[src/rtl/irq_agg_pkg.sv]
package irq_agg_pkg;

  localparam int unsigned REG_ADDR_W = 2;

  typedef enum logic [REG_ADDR_W-1:0] {
    REG_PENDING = 2'd0,
    REG_SET_EN  = 2'd1,
    REG_SET_DIS = 2'd2,
    REG_MASK_RD = 2'd3
  } reg_sel_e;

endpackage

[src/rtl/irq_rst_sync.sv]
module irq_rst_sync #(
  parameter int unsigned STAGES = 2
) (
  input  logic clk,
  input  logic rst_n,
  output logic rst_sync_n
);

  logic [STAGES-1:0] pipe_q;
  logic [STAGES-1:0] pipe_d;

  always_comb begin
    pipe_d = {pipe_q[STAGES-2:0], 1'b1};
  end

  always_ff @(posedge clk or negedge rst_n) begin
    if (!rst_n) pipe_q <= '0;
    else        pipe_q <= pipe_d;
  end

  assign rst_sync_n = pipe_q[STAGES-1];

endmodule

[src/rtl/irq_reg_decode.sv]
module irq_reg_decode
  import irq_agg_pkg::*;
#(
  parameter int unsigned NUM_SRC = 14,
  parameter int unsigned DATA_W  = 16
) (
  input  logic                  clk,
  input  logic                  rst_n,
  input  logic                  bus_valid_i,
  input  logic                  bus_write_i,
  input  logic [REG_ADDR_W-1:0] bus_addr_i,
  input  logic [DATA_W-1:0]     bus_wdata_i,
  input  logic [NUM_SRC-1:0]    status_i,
  input  logic [NUM_SRC-1:0]    mask_i,
  output logic [NUM_SRC-1:0]    clr_o,
  output logic [NUM_SRC-1:0]    en_o,
  output logic [NUM_SRC-1:0]    dis_o,
  output logic [DATA_W-1:0]     bus_rdata_o,
  output logic                  bus_rvalid_o
);

  logic              rd_req;
  logic              wr_req;
  reg_sel_e          sel;
  logic [DATA_W-1:0] rdata_d, rdata_q;
  logic              rvalid_d, rvalid_q;

  always_comb begin
    sel    = reg_sel_e'(bus_addr_i);
    rd_req = bus_valid_i && !bus_write_i;
    wr_req = bus_valid_i &&  bus_write_i;
    clr_o  = '0;
    en_o   = '0;
    dis_o  = '0;
    if (rd_req && sel == REG_PENDING) clr_o = status_i;
    if (wr_req && sel == REG_SET_EN)  en_o  = bus_wdata_i[NUM_SRC-1:0];
    if (wr_req && sel == REG_SET_DIS) dis_o = bus_wdata_i[NUM_SRC-1:0];
  end

  always_comb begin
    rvalid_d = rd_req;
    rdata_d  = '0;
    if (rd_req) begin
      case (sel)
        REG_PENDING: rdata_d[NUM_SRC-1:0] = status_i;
        REG_MASK_RD: rdata_d[NUM_SRC-1:0] = mask_i;
        default:     rdata_d = '0;
      endcase
    end
  end

  always_ff @(posedge clk or negedge rst_n) begin
    if (!rst_n) begin
      rdata_q  <= '0;
      rvalid_q <= 1'b0;
    end else begin
      rdata_q  <= rdata_d;
      rvalid_q <= rvalid_d;
    end
  end

  assign bus_rdata_o  = rdata_q;
  assign bus_rvalid_o = rvalid_q;


  rd_resp_chk: assert property (@(posedge clk) disable iff (!rst_n)
    (bus_valid_i && !bus_write_i) |=> bus_rvalid_o);


  wr_no_clear_chk: assert property (@(posedge clk) disable iff (!rst_n)
    (bus_valid_i && bus_write_i) |-> (clr_o == '0));

endmodule

[src/rtl/irq_status_latch.sv]
module irq_status_latch #(
  parameter int unsigned NUM_SRC = 14
) (
  input  logic               clk,
  input  logic               rst_n,
  input  logic [NUM_SRC-1:0] evt_i,
  input  logic [NUM_SRC-1:0] clr_i,
  output logic [NUM_SRC-1:0] status_o
);

  logic [NUM_SRC-1:0] status_d, status_q;

  for (genvar g = 0; g < NUM_SRC; g++) begin : g_bit
    always_comb begin
      status_d[g] = evt_i[g] | (status_q[g] & ~clr_i[g]);
    end
  end

  always_ff @(posedge clk or negedge rst_n) begin
    if (!rst_n) status_q <= '0;
    else        status_q <= status_d;
  end

  assign status_o = status_q;


  sticky_hold_chk: assert property (@(posedge clk) disable iff (!rst_n)
    (clr_i == '0) |=> ((status_q & $past(status_q)) == $past(status_q)));


  evt_capture_chk: assert property (@(posedge clk) disable iff (!rst_n)
    (|evt_i) |=> ((status_q & $past(evt_i)) == $past(evt_i)));

endmodule

[src/rtl/irq_mask_ctrl.sv]
module irq_mask_ctrl #(
  parameter int unsigned NUM_SRC = 14
) (
  input  logic               clk,
  input  logic               rst_n,
  input  logic [NUM_SRC-1:0] en_i,
  input  logic [NUM_SRC-1:0] dis_i,
  output logic [NUM_SRC-1:0] mask_o
);

  logic [NUM_SRC-1:0] mask_d, mask_q;
  logic               upd;

  always_comb begin
    upd    = |(en_i | dis_i);
    mask_d = (mask_q & ~en_i) | dis_i;
  end

  always_ff @(posedge clk or negedge rst_n) begin
    if (!rst_n)   mask_q <= '1;
    else if (upd) mask_q <= mask_d;
  end

  assign mask_o = mask_q;


  enable_clears_chk: assert property (@(posedge clk) disable iff (!rst_n)
    (|(en_i & ~dis_i)) |=> ((mask_q & $past(en_i & ~dis_i)) == '0));


  disable_sets_chk: assert property (@(posedge clk) disable iff (!rst_n)
    (|dis_i) |=> ((mask_q & $past(dis_i)) == $past(dis_i)));


  idle_hold_chk: assert property (@(posedge clk) disable iff (!rst_n)
    ((en_i == '0) && (dis_i == '0)) |=> $stable(mask_q));

endmodule

[src/rtl/irq_out_stage.sv]
module irq_out_stage #(
  parameter int unsigned NUM_SRC = 14
) (
  input  logic               clk,
  input  logic               rst_n,
  input  logic [NUM_SRC-1:0] status_i,
  input  logic [NUM_SRC-1:0] mask_i,
  output logic               irq_o
);

  logic irq_d, irq_q;

  always_comb begin
    irq_d = |(status_i & ~mask_i);
  end

  always_ff @(posedge clk or negedge rst_n) begin
    if (!rst_n) irq_q <= 1'b0;
    else        irq_q <= irq_d;
  end

  assign irq_o = irq_q;


  irq_rise_chk: assert property (@(posedge clk) disable iff (!rst_n)
    (|(status_i & ~mask_i)) |=> irq_o);


  irq_quiet_chk: assert property (@(posedge clk) disable iff (!rst_n)
    ((status_i & ~mask_i) == '0) |=> !irq_o);

endmodule

[src/rtl/irq_aggregator.sv]
module irq_aggregator
  import irq_agg_pkg::*;
#(
  parameter int unsigned NUM_SRC = 14,
  parameter int unsigned DATA_W  = 16
) (
  input  logic                  clk,
  input  logic                  rst_n,
  input  logic [NUM_SRC-1:0]    evt_i,
  input  logic                  bus_valid_i,
  input  logic                  bus_write_i,
  input  logic [REG_ADDR_W-1:0] bus_addr_i,
  input  logic [DATA_W-1:0]     bus_wdata_i,
  output logic [DATA_W-1:0]     bus_rdata_o,
  output logic                  bus_rvalid_o,
  output logic                  irq_o
);

  localparam int unsigned SYNC_STAGES = 2;

  logic               rst_int_n;
  logic [NUM_SRC-1:0] status;
  logic [NUM_SRC-1:0] mask;
  logic [NUM_SRC-1:0] clr;
  logic [NUM_SRC-1:0] en_bits;
  logic [NUM_SRC-1:0] dis_bits;

  irq_rst_sync #(.STAGES(SYNC_STAGES)) u_rst (
    .clk        (clk),
    .rst_n      (rst_n),
    .rst_sync_n (rst_int_n)
  );

  irq_reg_decode #(.NUM_SRC(NUM_SRC), .DATA_W(DATA_W)) u_dec (
    .clk          (clk),
    .rst_n        (rst_int_n),
    .bus_valid_i  (bus_valid_i),
    .bus_write_i  (bus_write_i),
    .bus_addr_i   (bus_addr_i),
    .bus_wdata_i  (bus_wdata_i),
    .status_i     (status),
    .mask_i       (mask),
    .clr_o        (clr),
    .en_o         (en_bits),
    .dis_o        (dis_bits),
    .bus_rdata_o  (bus_rdata_o),
    .bus_rvalid_o (bus_rvalid_o)
  );

  irq_status_latch #(.NUM_SRC(NUM_SRC)) u_stat (
    .clk      (clk),
    .rst_n    (rst_int_n),
    .evt_i    (evt_i),
    .clr_i    (clr),
    .status_o (status)
  );

  irq_mask_ctrl #(.NUM_SRC(NUM_SRC)) u_mask (
    .clk    (clk),
    .rst_n  (rst_int_n),
    .en_i   (en_bits),
    .dis_i  (dis_bits),
    .mask_o (mask)
  );

  irq_out_stage #(.NUM_SRC(NUM_SRC)) u_out (
    .clk      (clk),
    .rst_n    (rst_int_n),
    .status_i (status),
    .mask_i   (mask),
    .irq_o    (irq_o)
  );


  reset_state_chk: assert property (@(posedge clk)
    (!rst_int_n) |-> (!irq_o && !bus_rvalid_o));

endmodule

[config.mk]
export PLATFORM = sky130hd
export DESIGN_NAME = irq_aggregator
export DESIGN_NICKNAME = d
export VERILOG_FILES = /design/src/rtl/irq_agg_pkg.sv /design/src/rtl/irq_rst_sync.sv /design/src/rtl/irq_reg_decode.sv /design/src/rtl/irq_status_latch.sv /design/src/rtl/irq_mask_ctrl.sv /design/src/rtl/irq_out_stage.sv /design/src/rtl/irq_aggregator.sv
export SDC_FILE = /design/constraint.sdc
export NUM_CORES = 1
export LEC_CHECK = 0
export BUFFER_PORTS_ARGS = -buffer_cell sky130_fd_sc_hd__clkbuf_2
export CORE_MARGIN = 8
export CORE_UTILIZATION = 51
export CTS_BUF_LIST = sky130_fd_sc_hd__clkbuf_16
export DETAILED_ROUTE_END_ITERATION = 10
export PLACE_DENSITY = 0.76
export SLEW_MARGIN = 20
export SYNTH_ARGS = -nofsm -noshare
export SYNTH_HDL_FRONTEND = slang
export SYNTH_SLANG_ARGS = --single-unit
[constraint.sdc]
create_clock -name clk -period 1.9 [get_ports clk]
set_clock_uncertainty 0.05 [all_clocks]
set_input_delay 0.19 -clock clk [delete_from_list [all_inputs] [get_ports clk]]
set_output_delay 0.19 -clock clk [all_outputs]
set_load 0.01 [all_outputs]
-- Word level (Yosys, flattened, before mapping)
Index checks and enable logic that the tools add are counted.
- eq/ne operators: 3
- multiplexer cells: 5
- bitwise logic cells: 48
- reductions and logical operators: 9
- operators by type and width (operator ; count):
    $mux W14 ; 4
    $and A14 B14 Y14 ; 2
    $not A14 Y14 ; 2
    $or A14 B14 Y14 ; 2
    $pmux W14 S2 ; 1
    $reduce_or A14 Y1 ; 2
    $and A1 B1 Y1 ; 14
    $not A1 Y1 ; 14
    $or A1 B1 Y1 ; 14
    $logic_and A1 B1 Y1 ; 5
    $eq A2 B2 Y1 const B ; 2
    $eq A2 B1 Y1 const B ; 1
    $logic_not A2 Y1 ; 1
    $logic_not A1 Y1 ; 1
- bits of input ports: 36
- register bits after elaboration: 46
- output and inout port bits: 18

-- Depth between registers and ports, before layout
Gate-level depths: netlist of the first run.
- depth in word-level cells: 7
- depth in mapped cells: 7
- gate-level depth less buffers: 5

-- By module
A second synthesis of the first run with hierarchy kept.
- cells, all modules: 231
- area, all modules: 2208.4 sq um
- by module, submodules not included (module ; seq. area each (sq um) ; times used ; area each (sq um) ; cells each):
    irq_reg_decode ; 375.4 ; 1 ; 984.7 ; 120
    irq_mask_ctrl ; 367.9 ; 1 ; 525.5 ; 42
    irq_status_latch ; 350.3 ; 1 ; 508.0 ; 42
    irq_out_stage ; 25.0 ; 1 ; 136.4 ; 24
    irq_rst_sync ; 50.0 ; 1 ; 53.8 ; 3

-- Worst setup path before layout of the first run
No wires, ideal clock.
- path kind: input to register
- from: input bus_addr_i[0]
- to: register u_mask.mask_q[11] (netlist: u_mask.mask_o[11])
- stages on the path: 6
- arrival: 1.067 ns
- buffers on the path: 2
- library setup time: 0.079 ns
- setup slack: 0.704 ns
- cell sequence: inv_1 > ha_1 > and3_1 > buf_2 > buf_2 > a22o_1
- word-level cells in the longest chain between the ends: 6
- RTL lines (what ; line ; source):
    start, declared ; irq_aggregator.sv:12 ; input logic [REG_ADDR_W-1:0] bus_addr_i,
    parallel branches: the longest is 6 deep, another holds $mux W14 ; -- ;
    end signal, assigned ; irq_mask_ctrl.sv:21 ; else if (upd) mask_q <= mask_d;
    end, declared ; irq_mask_ctrl.sv:11 ; logic [NUM_SRC-1:0] mask_d, mask_q;
Several ways; the timed one is not identified.
A chain may end at the register's enable or synchronous reset.

-- Final worst setup path of the first run
- from: input bus_addr_i[0]
- to: register u_stat.status_q[10] (netlist: u_stat.status_o[10])
- word-level cells in the longest chain between the ends: 6
- RTL lines (what ; line ; source):
    $logic_not A2 Y1 ; irq_reg_decode.sv:35 ; if (rd_req && sel == REG_PENDING) clr_o = status_i;
    $logic_and A1 B1 Y1 ; irq_reg_decode.sv:35 ;
    $mux W14 ; irq_reg_decode.sv:35 ;
    $not A1 Y1 ; irq_status_latch.sv:15 ; status_d[g] = evt_i[g] | (status_q[g] & ~clr_i[g]);
    $and A1 B1 Y1 ; irq_status_latch.sv:15 ;
    $or A1 B1 Y1 ; irq_status_latch.sv:15 ;
    net u_stat.status_d[10] ; irq_status_latch.sv:11 ; logic [NUM_SRC-1:0] status_d, status_q;
    end signal, assigned ; irq_status_latch.sv:21 ; else status_q <= status_d;
    end, declared ; irq_status_latch.sv:11 ;
The timed path passes the listed nets, and every way through them passes these cells.

==> results of run 1 <==
## per-layer routing
metal  vias to the layer above  share of wire
met2                        54           0.51
met4                         0          0.021
li1                        650              -
met3                         8          0.066
met5                         -              0
met1                       704           0.40
## cells by family (layout without fill, tap and decap cells)
logic type	count (synthesis)	after routing	synth area share
DFF	46	46	0.624
buffers and inverters	26	76	0.0635
and+or+nand+nor	31	31	0.0701
AOI/OAI and AO/OA	53	53	0.212
adders and majority gates	4	4	0.0267
other	2	3	0.00401
## synthesized netlist by cell type (all sizes together)
| master | count |
|---|---|
| dfrtp | 32 |
| a21o | 18 |
| inv | 16 |
| a22oi | 14 |
| dfstp | 14 |
| nor2 | 14 |
| nand2 | 11 |
| a22o | 10 |
| buf | 8 |
| o22ai | 5 |
| a21oi | 4 |
| ha | 4 |
| a221oi | 2 |
| and3 | 2 |
| clkbuf | 2 |
| conb | 2 |
| nand2b | 1 |
| nand3 | 1 |
| nor2b | 1 |
| nor3 | 1 |
## stage by stage
stage           util  hold WS, ns
5_1_grt        0.638       0.0265
4_1_cts        0.638       0.0293
3_3_place_gp   0.597      -0.0747
6_report       0.638       0.0326
3_5_place_dp   0.597      -0.0718
2_1_floorplan      -       -0.156
## worst paths after layout
| path | cells after the start | to | slack, ns |
|---|---|---|---|
| worst max-delay path | 5 | u_stat.status_o[10]$_DFF_PN0_ | 0.57 |
| worst min-delay path | 2 | u_stat.status_o[12]$_DFF_PN0_ | 0.03 |
| worst max register to register | 3 | u_out.irq_o$_DFF_PN0_ | 0.69 |
| worst min register to register | 1 | u_dec.bus_rdata_o[7]$_DFF_PN0_ | 0.18 |
| max in group asynchronous | 1 | u_mask.mask_o[13]$_DFFE_PN1P_ | 1.36 |
| min in group asynchronous | 2 | u_rst.pipe_q[0]$_DFF_PN0_ | 0.17 |
## worst max-delay path, cell delays in order
cell      delay [ns]
clkbuf_2        0.11
inv_1           0.08
ha_1            0.35
nand2_1         0.42
a21o_1          0.30
## state kept, by name, indices dropped and copies added (netlist names)
register	count
u_rst.pipe_q	2
u_stat.status_o	14
u_dec.bus_rvalid_o	1
u_mask.mask_o	14
u_dec.bus_rdata_o	14
u_out.irq_o	1
## layout make-up
type                       count  share of cell area
sequential                    46               0.508
multi-input combinational     91               0.256
timing repair buffer          52               0.123
tap                           48              0.0261
clock inverter                 3             0.00598
clock buffer                   5              0.0544
inverter                      16              0.0261
## power groups by stage
| stage | logic (mW) | clock network, mW | registers (mW) |
|---|---|---|---|
| floorplan | 0.164 | 0 | 1.20 |
| global placement | 0.255 | 0 | 1.19 |
| detailed placement | 0.270 | 0 | 1.20 |
| CTS | 0.276 | 0.836 | 1.18 |
| global route | 0.305 | 0.887 | 1.20 |
| finish | 0.274 | 0.823 | 1.19 |
==> results.md, run 1 <==
* Outcome: complete, no violations
* Gr busiest metal: met2
* Die width at roughly 77 um
* Placed cell count at roughly 250
* Final Hold Fails at 0
* Gate power share at 0.120
* Total power at around 2.3 mW
* LEAKAGE at around 1.2 nW
* Sequential area share after synthesis at 0.624
* Worst-path fanout max at 14
* MaxCap Viol Count at 0
* Number of clock sinks at between 40 and 50
* Initial drt markers at roughly 130
* Final std cells w/o fill at roughly 260
* DR WL/cell at 17.1 um
* Root Buffer: clkbuf_16
* Psw at approximately 0.55 mW
* Iteration count of the initial detailed-routing pass at 4
* Sw Share at 0.241
* RD Place Congestion at 0.775
* Overall die area at between 5000 and 6000 um2
* Met1 usage in global routing at 0.175
* P per Cell Area at roughly 990 nW/um2
* Nets at ~250
* Post-Place Setup Slack at around 0.26 ns
* Total wire length at 4470 um
* DP Area at between 2000 and 2500 um2
* Cells after synthesis at roughly 160
* Sequential cell fraction of total power at 0.519
* Slew Limit Fails at 0
* Fillers at 290
* Register Area at roughly 1200 um2
* Wire length of the first global-routing pass at about 7400 um
* Avg Synthesized Cell Area at 11.6 um2
* Post-route clock period utilization at 0.701
* Clock share of power at 0.361
* Minimum clock period at between 1 and 1.5 ns
* Detailed Place HPWL at slightly above 3000 um
* Post-Synthesis Cell Area at approximately 1900 um2
* Core Area at about 3600 um2
* Met2 global-route usage at 0.266
* P_int at approximately 1.7 mW
* Setup TNS at 0 ns
* CP Class: in -> reg
* Global route total overflow at 0
* Multi-input logic area at ~590 um2
* FMAX at ~750 MHz
* YS warnings at 0
* Latest clock arrival within the worst-skew pair at roughly 0.29 ns
* Number of distinct library cells after synthesis at 22
* Worst endpoint data arrival time at 1.45 ns
* Hold Path Class: in -> reg
* Antenna violations before repair at 0
* Met3 GRT Util at 0.0460
* Beginning of the worst hold path: evt_i[12]
* H-tree depth at 2
* DR vias/cell at about 5.4
* Largest net degree at the start of global routing at 45
* Rel. slew slack at 0.578
* Initial Util at 0.519
* Number of gates resized after cts at 0
* CP startpoint kind: input port
* Die Span Y at between 70 and 80 um
* Peak supply drop at 719 uV
* PnR worst setup slack at 0.568 ns
* Most frequent cells in the layout: clkbuf_2, dfrtp_1, a21o_1
* Post-CTS Repair Setup Buffers at 0
* CP required at roughly 2.0 ns
* Routed Antenna Nets at 0
* Worst-path clk slew at about 0.060 ns
* Share of cells above drive strength 1 at 0.347
* RSZ-0062 raised after global routing: false
* Vias in the first global route at 1604
* R2r startpoint: u_mask.mask_o[8]$_DFFE_PN1P_
* CTS tree: yes
* DR DRC count at 0
* Synth Register Bits at 46
* Top cell type's share of synthesized area at 0.428
* Synth top area cells: dfrtp_1, dfstp_2, a21o_1
* Number of antenna diodes at 0
* Post-synth top area cell: dfrtp_1
* GRT Total Usage at 0.158
* Num rows at 22
* Clk buf depth at 2
* CTS hold repair buffers at 1
* CTS buffer count at 5
* Final setup violation count at 0
* Worst Tran Pin Value at around 0.63 ns
* Worst setup EP type: flip-flop
* IO Pins at 54
* Via count at 1416
* Crit path launch: bus_addr_i[0]
* Port bufs at 49
* Area Growth Syn to Fin at 22.8%
* Final instance area at around 2300 um2
* Commonest non-fill, non-tap cell in the layout: clkbuf_2
Power figures use the tool's default switching activity.
==> inputs of run 2 (changes only) <==
--- a/config.mk
+++ b/config.mk
@@ -5,9 +5,10 @@
 export SDC_FILE = /design/constraint.sdc
 export NUM_CORES = 1
 export LEC_CHECK = 0
+export ABC_AREA = 1
 export BUFFER_PORTS_ARGS = -buffer_cell sky130_fd_sc_hd__clkbuf_2
 export CORE_MARGIN = 8
-export CORE_UTILIZATION = 51
+export CORE_UTILIZATION = 52
 export CTS_BUF_LIST = sky130_fd_sc_hd__clkbuf_16
 export DETAILED_ROUTE_END_ITERATION = 10
 export PLACE_DENSITY = 0.76
==> constraint.sdc (replaced) <==
create_clock -name clk -period 1.25 [get_ports clk]
set_clock_uncertainty 0.05 [all_clocks]
set_input_delay 0.125 -clock clk [delete_from_list [all_inputs] [get_ports clk]]
set_output_delay 0.125 -clock clk [all_outputs]
set_load 0.01 [all_outputs]
==> results.md, run 2 <==
* Hold Path Class: in -> reg
* CTS tree: yes
* Crit path largest cell delay at 0.54 ns (+0.12 ns)
* CP Class: reg -> reg
* Global route total overflow at 0 (unchanged)
* Vias in the first global route at 1729 (+7.8%)
* H-tree depth at 2 (unchanged)
* Post-CTS Repair Setup Buffers at 0 (unchanged)
* DR DRC count at 0 (unchanged)
* Top cell type's share of synthesized area at 0.396 (-0.0312)
* DR WL/cell at 13.3 um (-22%)
* Most frequent cells in the layout: inv_1, clkbuf_2, o21ai_0
* Outcome: complete, no violations
* Routed Antenna Nets at 0 (unchanged)
* Initial Util at 0.548 (+0.0284)
* Synth top area cells: dfrtp_1, dfstp_2, inv_1
* Largest net degree at the start of global routing at 18 (-60%)
* Nets at 329 (+31%)
* Placed cell count at 314 (+25%)
* Clk buf depth at 2 (unchanged)
* Asr flop ratio synth at 1.00 (unchanged)
* Simple-Gate Fraction of Synth Area at 0.0941 (+0.0240)
* CP startpoint kind: flip-flop
* Reg2Reg Depth at 5 (+2)
* Worst endpoint data arrival time at 1.31 ns (-0.14 ns)
* DP Area at 2390 um2 (+11%)
* LEAKAGE at 1.49 nW (+25%)
* Area Growth Syn to Fin at 33.3%
* R2R setup slack at 0.04 ns (-0.65 ns)
* Core Area at 3690 um2 (+2.3%)
* Adder-Cell Fraction of Synth Area at 0.0248 (-0.00195)
* Share of cells above drive strength 1 at 0.328 (-0.0198)
* EDFF count, synth at 0 (unchanged)
* Total wire length at 4480 um (+0.40%)
* FMAX at ~830 MHz
* CP required at 1.35 ns (-0.67 ns)
* Combinational family with the most area after synthesis: compound AO/OA/AOI/OAI gates
* Total power at 3.55 mW (+55%)
* Cells after synthesis at 212 (+31%)
* Crit path launch: u_mask.mask_o[10]$_DFFE_PN1P_
* Wire length of the first global-routing pass at 7640 um (+3.0%)
* CP Cell Sequence: inv_1, nand2_1, nand3_1, nor2_1, nand3_1
* Root Buffer: clkbuf_16
* IO Pins at 54 (unchanged)
* Setup TNS at 0 ns (unchanged)
* Fillers at 287 (-1.0%)
* CTS buffer count at 5 (unchanged)
* Most used DFF post-synth: dfrtp_1
* Count of buffer and inverter cells on the critical path at 1 (-1)
* Most frequent cell on the critical path: nand3_1
* Dominant cell by count in the synthesized netlist: inv_1
* Die width at 78.3 um (+2.3%)
* Crit path max-delay family: flip-flops
* MaxCap Viol Count at 0 (unchanged)
* Via count at 1610 (+14%)
* R2r endpoint: u_out.irq_o$_DFF_PN0_
* Beginning of the worst hold path: bus_wdata_i[12]
* Final std cells w/o fill at 338 (+30%)
* Peak supply drop at 888 uV (+23%)
* Post-Synthesis Cell Area at 2020 um2 (+7.9%)
* Sequential area share after synthesis at 0.578 (-0.0456)
* Port bufs at 49 (unchanged)
* Worst setup EP type: flip-flop
* Avg Synthesized Cell Area at 9.53 um2 (-18%)
* Final instance area at 2690 um2 (+17%)
* Initial drt markers at 129 (+2.4%)
* Worst-path fanout max at 2 (-12)
* Latest clock arrival within the worst-skew pair at 0.28 ns (about the same)
* Post-synth top area cell: dfrtp_1
* Iteration count of the initial detailed-routing pass at 4 (unchanged)
* Number of clock sinks at 46 (unchanged)
* Synth top cells by count: inv_1, dfrtp_1, o21ai_0
* Xor/xnor share of the synthesized area at 0 (unchanged)
* Number of distinct library cells after synthesis at 21 (-4.5%)
* DR vias/cell at 4.76 (-12%)
* R2r startpoint: u_mask.mask_o[10]$_DFFE_PN1P_
* YS warnings at 0 (unchanged)
* Overall die area at 6140 um2 (+4.6%)
* Compound-Gate Fraction of Synth Area at 0.177 (-0.0347)
* Final setup violation count at 0 (unchanged)
* GRT Total Usage at 0.158 (-0.000497)
* Hold depth at 3 (+1)
* Num rows at 22 (unchanged)
* Number of antenna diodes at 0 (unchanged)
* Post-synthesis mux area share at 0 (unchanged)
* Number of gates resized after cts at 0 (unchanged)
* WHS at 0.00237 ns (-0.0303 ns)
* Synth Register Bits at 46 (unchanged)
* Final Hold Fails at 0 (unchanged)
* Minimum clock period at 1.21 ns
* Antenna violations before repair at 0 (unchanged)
* Post-route clock period utilization at 0.967
* Detailed Place HPWL at 3170 um (+2.4%)
* P per Cell Area at 1320 nW/um2 (+33%)
* RSZ-0062 raised after global routing: false
* Commonest non-fill, non-tap cell in the layout: inv_1
* Worst-path clk slew at 0.06 ns (about the same)
* CP max stage cell: dfstp_2
* RD Place Congestion at 0.884 (+14%)
* Die Span Y at 78.3 um (+2.3%)
* Hold path endpoint: u_mask.mask_o[12]$_DFFE_PN1P_
* Slew Limit Fails at 0 (unchanged)
## run 2: cell types whose count changed after synthesis, sizes merged, moves of 10 or more
| cell | before | now |
|---|---|---|
| a21o | 18 | 0 |
| a22o | 10 | 0 |
| a22oi | 14 | 0 |
| inv | 16 | 53 |
| o21ai | 0 | 32 |
| o21bai | 0 | 14 |
## run 2: through the flow
step                       util  worst slack, ns
after floorplan               -            0.169
after global routing      0.730          0.00746
after CTS                 0.727           0.0861
final                     0.730           0.0412
after detailed placement  0.649          -0.0473
after global placement    0.649          -0.0343
## run 2: repair_timing
action / 4_1_cts / 5_1_grt
endpoints found under the setup margin: 0 / 1
hold buffers: 15 / 1
hold endpoints to repair: 16 / 1
## run 2: final cells by class
cell class | count | area, um2 | share of cell area
Clock buffer | 5 | 125 | 0.0465
Clock inverter | 3 | 12.5 | 0.00465
Inverter | 54 | 203 | 0.0753
Multi-Input combinational cell | 106 | 609 | 0.226
Sequential cell | 46 | 1170 | 0.434
Tap cell | 48 | 60.1 | 0.0223
Timing Repair Buffer | 76 | 513 | 0.191
## run 2: worst min-delay path: cells and delay by family
kind	cells	cell delay, ns
AOI/OAI and AO/OA	1	0.08
buffers and inverters	2	0.13
## run 2: layer usage
metal	GRT usage	wire length, um	vias up	share of wire
met4	0.0741	103	0	0.023
met1	0.175	1920	749	0.43
met5	0	0	-	0
li1	-	-	811	-
met2	0.263	2200	44	0.49
met3	0.0558	268	6	0.060
## run 2: power by group
part | total (mW) | internal, mW | switching, mW | leakage, nW
sequential | 1.79 | 1.70 | 0.0897 | 0.512
clock | 1.23 | 0.722 | 0.510 | 0.0724
combinational | 0.529 | 0.236 | 0.293 | 0.901
total | 3.55 | 2.66 | 0.893 | 1.49
## run 2: worst max path at each step
stage	end	slack (ns)	cells past startpoint
after floorplan	u_dec.bus_rdata_o[0]$_DFF_PN0_	0.17	5
after global placement	u_dec.bus_rdata_o[8]$_DFF_PN0_	-0.03	5
after detailed placement	u_dec.bus_rdata_o[11]$_DFF_PN0_	-0.05	5
after CTS	u_out.irq_o$_DFF_PN0_	0.09	5
after global routing	u_out.irq_o$_DFF_PN0_	0.007	5
final	u_out.irq_o$_DFF_PN0_	0.04	5
## run 2: kinds of logic (layout without fill, tap and decap cells)
family | Yosys count | in the layout
AO/OA/AOI/OAI | 60 | 60
buffers and inverters | 61 | 138
adder cells (fa/ha/maj) | 4 | 4
other | 2 | 3
AND/OR/NAND/NOR | 39 | 39
flip-flops | 46 | 46
==> inputs of run 3 (changes only) <==
==> constraint.sdc (replaced) <==
create_clock -name clk -period 1.25 [get_ports clk]
set_clock_uncertainty 0.05 [all_clocks]
set_input_delay 0.125 -clock clk [delete_from_list [all_inputs] [get_ports clk]]
set_output_delay 0.125 -clock clk [all_outputs]
set_load 0.1 [all_outputs]
==> results.md, run 3 (synthesized netlist as in run 2, its figures left out) <==
* Outcome: complete, no violations
* Number of gates resized after cts at 0 (unchanged)
* Most frequent cells in the layout: inv_1, clkbuf_2, o21ai_0
* Detailed Place HPWL at 3290 um (+3.8%)
* Total wire length at 4450 um (-0.87%)
* RD Place Congestion at 0.859 (-2.8%)
* Final setup violation count at 0 (unchanged)
* Final Hold Fails at 0 (unchanged)
* DR WL/cell at 13.3 um (+0.62%)
* Port bufs at 49 (unchanged)
* WHS at 0.00326 ns (+0.000891 ns)
* Area Growth Syn to Fin at 42.5%
* Final instance area at 2880 um2 (+6.9%)
* IO Pins at 54 (unchanged)
* Share of cells above drive strength 1 at 0.333 (+0.00575)
* Commonest non-fill, non-tap cell in the layout: inv_1
* Hold path endpoint: u_dec.bus_rvalid_o$_DFF_PN0_
* Clock share of power at 0.328 (-0.019)
* Number of clock sinks at 46 (unchanged)
* Hold depth at 2 (-1)
* CP required at 1.35 ns (about the same)
* Beginning of the worst hold path: bus_write_i
* MaxCap Viol Count at 0 (unchanged)
* Worst setup EP type: flip-flop
* Worst-path fanout max at 2 (unchanged)
* Hold Path Class: in -> reg
* Die width at 78.3 um (unchanged)
* CTS buffer count at 5 (unchanged)
* CP Class: reg -> reg
* Overall die area at 6140 um2 (unchanged)
* GRT Total Usage at 0.152 (-0.00538)
* H-tree depth at 2 (unchanged)
* Die Span Y at 78.3 um (unchanged)
* DP Area at 2640 um2 (+10%)
* Root Buffer: clkbuf_16
* Routed Antenna Nets at 0 (unchanged)
* RSZ-0062 raised after global routing: false
* Vias in the first global route at 1657 (-4.2%)
* DR vias/cell at 4.82 (+1.2%)
* Minimum clock period at 1.14 ns (-0.0643 ns)
* Gate power share at 0.188 (+0.039)
* Wire length of the first global-routing pass at 7460 um (-2.4%)
* CP startpoint kind: flip-flop
* P per Cell Area at 1280 nW/um2 (-3.0%)
* Initial drt markers at 82 (-36%)
* Worst-path clk slew at 0.06 ns (about the same)
* Antenna violations before repair at 0 (unchanged)
* Setup TNS at 0 ns (unchanged)
* Slew Limit Fails at 0 (unchanged)
* Post-route clock period utilization at 0.916 (-0.0514)
* Clk buf depth at 2 (unchanged)
* Via count at 1605 (-0.31%)
* Layout Utilization at 0.781 (+0.0505)
* Global route total overflow at 0 (unchanged)
* Iteration count of the initial detailed-routing pass at 4 (unchanged)
* Psw at 0.991 mW (+11%)
* P_int at 2.69 mW (+1.2%)
* R2r endpoint: u_out.irq_o$_DFF_PN0_
* Largest net degree at the start of global routing at 45 (+27)
* Initial Util at 0.548 (unchanged)
* Peak supply drop at 1090 uV (+23%)
* Worst endpoint data arrival time at 1.25 ns (-0.06 ns)
* R2r startpoint: u_mask.mask_o[11]$_DFFE_PN1P_
* FMAX at 874 MHz (+5.6%)
* Number of antenna diodes at 0 (unchanged)
* DR DRC count at 0 (unchanged)
* Num rows at 22 (unchanged)
* Core Area at 3690 um2 (unchanged)
* R2R setup slack at 0.11 ns (+0.06 ns)
* Sequential cell fraction of total power at 0.484 (-0.020)
* CTS tree: yes
* Latest clock arrival within the worst-skew pair at 0.28 ns (about the same)
* LEAKAGE at 1.52 nW (+2.5%)
* Nets at 324 (-1.5%)
* Sw Share at 0.269 (+0.0178)
* Reg2Reg Depth at 5 (unchanged)
* Fillers at 267 (-7.0%)
## run 3: cell count changes in the layout (fill, tap and decap cells not counted), sizes merged
cell         before  now
buf              11   28
clkbuf           54   38
dlygate4sd3      16   10
clkinv            3    4
inv              54   53
## run 3: area by class of cell
| type | count | area (um2) | share of cell area |
|---|---|---|---|
| Sequential cell | 46 | 1170 | 0.406 |
| Timing Repair Buffer | 71 | 701 | 0.243 |
| Multi-Input combinational cell | 106 | 609 | 0.212 |
| Inverter | 54 | 203 | 0.0704 |
| Clock buffer | 5 | 125 | 0.0435 |
| Tap cell | 48 | 60.1 | 0.0209 |
| Clock inverter | 3 | 11.3 | 0.00391 |
## run 3: layer usage
metal / global-route usage / up-vias / routed length [um]
li1: - / 800 / -
met1: 0.172 / 757 / 1890
met2: 0.261 / 44 / 2320
met3: 0.0513 / 4 / 181
met4: 0.0556 / 0 / 55
met5: 0 / - / 0
## run 3: per-stage QoR
stage	power, mW	std cells	worst slack [ns]
6_report	3.68	333	0.105
5_1_grt	3.86	333	0.0647
4_1_cts	3.69	332	0.111
3_5_place_dp	2.46	315	-0.0653
3_3_place_gp	2.44	315	-0.00825
2_1_floorplan	2.21	213	0.169
## run 3: worst max-delay path by stage
stage / slack, ns / endpoint / cells after the start / start
3_5_place_dp: -0.07 / u_dec.bus_rdata_o[9]$_DFF_PN0_ / 5 / bus_addr_i[1]
4_1_cts: 0.11 / u_out.irq_o$_DFF_PN0_ / 5 / u_mask.mask_o[11]$_DFFE_PN1P_
5_1_grt: 0.06 / u_out.irq_o$_DFF_PN0_ / 5 / u_mask.mask_o[11]$_DFFE_PN1P_
2_1_floorplan: 0.17 / u_dec.bus_rdata_o[0]$_DFF_PN0_ / 5 / bus_addr_i[0]
3_3_place_gp: -0.008 / u_dec.bus_rdata_o[10]$_DFF_PN0_ / 5 / bus_addr_i[1]
6_report: 0.11 / u_out.irq_o$_DFF_PN0_ / 5 / u_mask.mask_o[11]$_DFFE_PN1P_
## run 3: worst max-delay path, cell delays in order (launching register included)
cell and delay [ns]:
dfstp_2 0.53, inv_1 0.05, nand2_1 0.06, nand3_1 0.08, nor2_1 0.15, nand3_1 0.10
## run 3: repair_timing
action,CTS,global route
buffers inserted,0,0
hold endpoints to repair,10,1
hold buffers,9,1
## run 3: power groups by stage
| stage | combinational, mW | sequential, mW | clock (mW) |
|---|---|---|---|
| 4_1_cts | 0.690 | 1.78 | 1.23 |
| 5_1_grt | 0.760 | 1.80 | 1.30 |
| 3_3_place_gp | 0.637 | 1.80 | 0 |
| 6_report | 0.690 | 1.78 | 1.21 |
| 3_5_place_dp | 0.662 | 1.80 | 0 |
| 2_1_floorplan | 0.321 | 1.89 | 0 |
